**src/rtl/audio_ser_tx.sv**
```systemverilog
module audio_ser_tx #(
  parameter int FIFO_DEPTH = 4,
  parameter int SCK_HALF   = 4
) (
  input  logic        clk,
  input  logic        rst_n,
  input  logic [1:0]  fmt_sel,
  input  logic        lr_swap,
  input  logic [1:0]  width_sel,
  input  logic [1:0]  ratio_sel,
  input  logic        pause,
  input  logic        push,
  input  logic [23:0] push_left,
  input  logic [23:0] push_right,
  output logic        fifo_empty,
  output logic        fifo_full,
  input  logic        urun_ie,
  input  logic        urun_clr,
  output logic        urun_flag,
  output logic        irq,
  output logic        sck,
  output logic        ws,
  output logic        sd
);
  // FIFO_DEPTH must be a power of two
  localparam int SW = 24;
  localparam int AW = (FIFO_DEPTH > 1) ? $clog2(FIFO_DEPTH) : 1;
  localparam int CW = (SCK_HALF > 1) ? $clog2(SCK_HALF) : 1;

  logic [2*SW-1:0] mem [FIFO_DEPTH];
  logic [AW-1:0]   wr_ptr, rd_ptr;
  logic [AW:0]     count;
  logic [CW-1:0]   div_cnt;
  logic [5:0]      pos, pos_n, frame_len, half_len, slot, width, k;
  logic [4:0]      idx;
  logic [SW-1:0]   cur_l, cur_r, load_l, load_r;
  logic [31:0]     samp;
  logic            running, run_n, tick, frame_start, second, valid, sd_n;
  logic            do_push, do_pop, urun_set;

  assign fifo_empty = (count == '0);
  assign fifo_full  = (count == (AW+1)'(FIFO_DEPTH));
  assign do_push    = push && !fifo_full;

  always_ff @(posedge clk or negedge rst_n)
    if (!rst_n) begin
      div_cnt <= '0;
      sck     <= 1'b0;
    end else if (div_cnt == CW'(SCK_HALF - 1)) begin
      div_cnt <= '0;
      sck     <= ~sck;
    end else begin
      div_cnt <= div_cnt + 1'b1;
    end

  assign tick = sck && (div_cnt == CW'(SCK_HALF - 1));

  always_comb begin
    case (ratio_sel)
      2'd0:    frame_len = 6'd32;
      2'd1:    frame_len = 6'd48;
      2'd2:    frame_len = 6'd16;
      default: frame_len = 6'd24;
    endcase
    case (width_sel)
      2'd1:    width = 6'd8;
      2'd2:    width = 6'd24;
      default: width = 6'd16;
    endcase
  end

  assign half_len    = frame_len >> 1;
  assign pos_n       = (pos >= frame_len - 6'd1) ? '0 : pos + 6'd1;
  assign frame_start = (pos_n == '0);
  assign second      = (pos_n >= half_len);
  assign slot        = second ? pos_n - half_len : pos_n;
  assign run_n       = frame_start ? !pause : running;
  assign do_pop      = tick && frame_start && run_n && !fifo_empty;
  assign urun_set    = tick && frame_start && run_n && fifo_empty;

  assign load_l = !frame_start ? cur_l :
                  (run_n && !fifo_empty) ? mem[rd_ptr][2*SW-1:SW] : '0;
  assign load_r = !frame_start ? cur_r :
                  (run_n && !fifo_empty) ? mem[rd_ptr][SW-1:0] : '0;
  assign samp   = {8'd0, (second ? load_r : load_l)};

  always_comb begin
    case (fmt_sel)
      2'd1: begin
        k     = slot;
        valid = (k < width);
        idx   = 5'(width - 6'd1 - k);
      end
      2'd2: begin
        k     = half_len - 6'd1 - slot;
        valid = (k < width);
        idx   = 5'(k);
      end
      default: begin
        k     = slot - 6'd1;
        valid = (slot != '0) && (k < width);
        idx   = 5'(width - 6'd1 - k);
      end
    endcase
    sd_n = run_n && valid && samp[idx];
  end

  always_ff @(posedge clk or negedge rst_n)
    if (!rst_n) begin
      pos     <= 6'h3f;
      running <= 1'b0;
      ws      <= 1'b0;
      sd      <= 1'b0;
      cur_l   <= '0;
      cur_r   <= '0;
    end else if (tick) begin
      pos     <= pos_n;
      running <= run_n;
      ws      <= second ^ lr_swap;
      sd      <= sd_n;
      if (frame_start) begin
        cur_l <= load_l;
        cur_r <= load_r;
      end
    end

  always_ff @(posedge clk or negedge rst_n)
    if (!rst_n) begin
      wr_ptr <= '0;
      rd_ptr <= '0;
      count  <= '0;
    end else begin
      if (do_push) wr_ptr <= wr_ptr + 1'b1;
      if (do_pop)  rd_ptr <= rd_ptr + 1'b1;
      count <= count + (AW+1)'(do_push) - (AW+1)'(do_pop);
    end

  always_ff @(posedge clk)
    if (do_push) mem[wr_ptr] <= {push_left, push_right};

  always_ff @(posedge clk or negedge rst_n)
    if (!rst_n)        urun_flag <= 1'b0;
    else if (urun_set) urun_flag <= 1'b1;
    else if (urun_clr) urun_flag <= 1'b0;

  assign irq = urun_flag && urun_ie;
endmodule

```
**config.mk**
```make
export PLATFORM = sky130hd
export DESIGN_NAME = audio_ser_tx
export DESIGN_NICKNAME = d
export VERILOG_FILES = /design/src/rtl/audio_ser_tx.sv
export SDC_FILE = /design/constraint.sdc
export NUM_CORES = 1
export LEC_CHECK = 0
export BUFFER_PORTS_ARGS = -buffer_cell sky130_fd_sc_hd__buf_2
export CAP_MARGIN = 10
export CORE_ASPECT_RATIO = 2
export CORE_MARGIN = 8
export CORE_UTILIZATION = 47
export CTS_BUF_LIST = sky130_fd_sc_hd__clkbuf_4 sky130_fd_sc_hd__clkbuf_8
export CTS_CLUSTER_SIZE = 24
export DETAILED_ROUTE_END_ITERATION = 12
export GPL_TIMING_DRIVEN = 0
export HOLD_SLACK_MARGIN = 0.08
export PLACE_DENSITY_LB_ADDON = 0.2
export SYNTH_ARGS = -nofsm -noshare
export SYNTH_HDL_FRONTEND = slang
export SYNTH_SLANG_ARGS = --single-unit
```
**constraint.sdc**
```tcl
create_clock -name clk -period 5.8 [get_ports clk]
set_input_delay 0.58 -clock clk [delete_from_list [all_inputs] [get_ports clk]]
set_output_delay 0.58 -clock clk [all_outputs]
set_load 0.1 [all_outputs]
```
==> results.sh <==
export IMPL_critPathLaunchType="register"
export IMPL_viasPerCell=5.695
export IMPL_drc_errors=0
export IMPL_grt_max_degree=69
export IMPL_r2r_end="sd"
export IMPL_power_total_mw=4.917
export IMPL_cp_arrival_ns=5.89
export IMPL_rr_worst_depth=23
export IMPL_first_pass_iters=5
export IMPL_worstPathRequired_ns=6.25
export IMPL_clock_fmax_mhz=183.9
export IMPL_avgSynthCellArea_um2=15.18
export IMPL_rows=81
export IMPL_routedWlPerCell_um=21.70
export IMPL_via_count=7039
export IMPL_die_x_um=127.1
export IMPL_ir_worst_vdd_v=0.0002358
export IMPL_cts_tree="yes"
export IMPL_slew_violations=0
export IMPL_grt_overflow=0
export IMPL_chipHeight_um=238.3
export IMPL_drtAntennaViolNets=0
export IMPL_relSlewSlack=0.3640
export IMPL_cap_violations=0
export IMPL_ys_seq_elements=260
export IMPL_synth_flop_cell="edfxtp_1"
export IMPL_cts_inserted_buffers=37
export IMPL_drive_above_1_share=0.2533
export IMPL_wl_um=26820
export IMPL_synthArstFlopShare=0.2615
export IMPL_timing_final_ws_setup_ns=0.3619
export IMPL_path_cells="ha_1, nand4_1, and2b_4, or3_1, buf_6, ha_1, nand4_1, nand3b_1, or4_1, o31ai_4, or2_2, inv_1, ha_1, a21oi_1, xnor2_1, ha_1, o21ai_0, nand3b_1, or3_1, mux2i_1, a211oi_1, o31ai_1, o211a_1"
export IMPL_finalCriticalPeriod_ns=5.438
export IMPL_synth_nets=857
export IMPL_cts_num_sinks=260
export IMPL_drtIter0Drc=444
export IMPL_portBuffers=67
export IMPL_coreArea_um2=24420
export IMPL_clk_root_buffer_cell="clkbuf_8"
export IMPL_antenna_cells=0
export IMPL_num_io_pins=68
export IMPL_r2r_start="pos[4]"
export IMPL_final_hold_violation_count=0
export IMPL_antenna_found_initial=0
export IMPL_fin_util=0.5428
export IMPL_clock_latency_ns=0.53
export IMPL_pre_cts_slack_ns=-0.5436
export IMPL_final_net_count=969
export IMPL_htree_levels=2
export IMPL_crit_path_end_kind="register"
export IMPL_synth_edff_count=192
export IMPL_path_class="reg -> reg"
export IMPL_fin_skew_ns=0.02001
export IMPL_synth_warnings=0
export IMPL_power_density_nw_per_um2=370.9
export IMPL_critPathMaxStageDelay_ns=0.61
export IMPL_place_gp_congestion=0.8828
export IMPL_grt_usage=0.1813
export IMPL_rrSetupSlack_ns=0.36
export IMPL_area_delta_synth_final_pct=14.17
export IMPL_p_leak_nw=4.910
export IMPL_holdCritPathClass="in -> async"
export IMPL_cts_path_max_buffers=3
export IMPL_grt_pass1_vias=7620
export IMPL_synth_area_um2=11610
export IMPL_cpMostUsedCell="ha_1"
export IMPL_grt_pass1_wl_um=42400
export IMPL_worst_slew_pin_slew_ns=0.9540
export IMPL_synth_cells=765
export IMPL_hpwl_um=19330
export IMPL_clkSlewWorstSetupHoldPaths_ns=0.06
export IMPL_status="finished, final reports clean"
export IMPL_die_area_um2=30300
export IMPL_start_util=0.4754
export IMPL_fin_crit_sh=0.9376
export IMPL_worstPathMaxFanout=7
export IMPL_ctsHoldBuffers=0
export IMPL_yosysSeqAreaShare=0.6437
export IMPL_ys_types=77
export IMPL_setup_viol=0
export IMPL_slowest_stage="dfstp_2"
-- sequential cells by signal (all words and copies together), names as in the netlist, 2 cells and up --
| name | cells |
|---|---|
| cur_r | 24 |
| rd_ptr | 2 |
| mem | 192 |
| count | 3 |
| wr_ptr | 2 |
| div_cnt | 2 |
| pos | 6 |
| cur_l | 24 |
-- worst max-delay path: cells and delay by family (launching register included) --
| family | cells | cell delay (ns) |
|---|---|---|
| buffers and inverters | 2 | 0.20 |
| DFF | 1 | 0.61 |
| adders and majority gates | 4 | 1.00 |
| xor gates and xnor gates | 1 | 0.19 |
| muxes | 1 | 0.14 |
| and+or+nand+nor | 9 | 2.29 |
| AOI/OAI and AO/OA | 6 | 0.92 |
-- cell type report --
| cell class | count | area, um^2 |
|---|---|---|
| sequential | 260 | 7475 |
| buffer | 38 | 190.2 |
| timing repair buffer | 73 | 432.9 |
| multi-input combinational | 441 | 3884 |
| tap | 332 | 415.4 |
| fill | 2017 | 11170 |
| inverter | 26 | 97.59 |
| clock buffer | 51 | 614.3 |
| clock inverter | 15 | 148.9 |
-- power by group --
part | internal [mW] | switching [mW] | leakage, nW
sequential | 2.38 | 0.106 | 2.62
combinational | 0.374 | 0.570 | 1.89
clock | 0.823 | 0.661 | 0.401
-- cells in the mapped netlist, types with 19 or more instances --
cell      number  share of area
a21oi_1       19         0.0082
a22o_1        28          0.021
clkbuf_1      19         0.0061
dfrtp_1       62           0.13
edfxtp_1     192           0.50
ha_1          29          0.031
inv_1         26         0.0084
mux2i_1       19          0.016
mux4_2        49          0.095
nand2_1       79          0.026
nor2_1        26         0.0084
o21ai_0       36          0.016
-- metal layers --
metal / share of wire / wire (um) / vias up / track usage
li1: - / - / 3202 / -
met1: 0.36 / 9549 / 3582 / 0.1869
met2: 0.57 / 15280 / 202 / 0.3492
met3: 0.039 / 1033 / 53 / 0.02616
met4: 0.036 / 957 / 0 / 0.08234
met5: 0 / 0 / - / 0
-- worst max path at each step --
stage / startpoint / to / slack, ns / depth (start not counted)
final: pos[4] / sd / 0.36 / 23
after global routing: pos[4] / sd / -0.007 / 23
after CTS: pos[4] / sd / 0.07 / 23
after detailed placement: ratio_sel[0] / sd / -0.54 / 25
after global placement: ratio_sel[0] / sd / -0.29 / 25
after floorplan: ratio_sel[0] / sd / 0.50 / 25
-- repair_timing --
item,CTS,global route
resized for setup,1,3
endpoints found under the hold margin,0,0
cloned,0,0
endpoints found under the setup margin,1,1
setup buffers,0,2
pin swaps,0,2
-- cells by family after synthesis --
| logic type | count (synthesis) | share of synthesized area |
|---|---|---|
| multiplexers | 69 | 0.1124 |
| flip-flops | 260 | 0.6437 |
| adder cells (fa/ha/maj) | 32 | 0.03566 |
| AO/OA/AOI/OAI | 151 | 0.09536 |
| buffers and inverters | 64 | 0.02478 |
| XOR/XNOR | 22 | 0.01983 |
| AND/OR/NAND/NOR | 167 | 0.06831 |
-- stage by stage --
step	instance area [um^2]	TNS, ns	hold slack, ns	cells
2_1_floorplan	11610	0	0.2844	765
3_3_place_gp	12360	-0.2884	0.4168	1164
3_5_place_dp	12450	-0.5436	0.4163	1168
4_1_cts	13220	0	0.1927	1234
5_1_grt	13260	-0.006691	0.2252	1236
6_report	13260	0	0.1596	1236
-- placed cells by master, fill, tap and decap left out, types with 4 or more instances in the layout --
| master | instances |
|---|---|
| edfxtp_1 | 192 |
| nand2_1 | 79 |
| buf_2 | 77 |
| dfrtp_1 | 62 |
| mux4_2 | 49 |
| clkbuf_8 | 37 |
| o21ai_0 | 36 |
| ha_1 | 29 |
| a22o_1 | 28 |
| inv_1 | 26 |
| nor2_1 | 26 |
| a21oi_1 | 19 |
| clkbuf_1 | 19 |
| mux2i_1 | 19 |
| xnor2_1 | 15 |
| clkbuf_4 | 14 |
| nand4_1 | 10 |
| nand3_1 | 10 |
| a211oi_1 | 9 |
| a221oi_1 | 6 |
| dfstp_2 | 6 |
| xor2_1 | 5 |
| nor3_1 | 5 |
| a211o_1 | 5 |
| o221ai_1 | 5 |
| clkinv_1 | 5 |
| clkinv_2 | 5 |
| buf_4 | 4 |
| buf_6 | 4 |
| o211ai_1 | 4 |
| o21a_1 | 4 |
| or3_1 | 4 |
| and2_2 | 4 |
| buf_12 | 4 |
(Power assumes the default switching activity.)
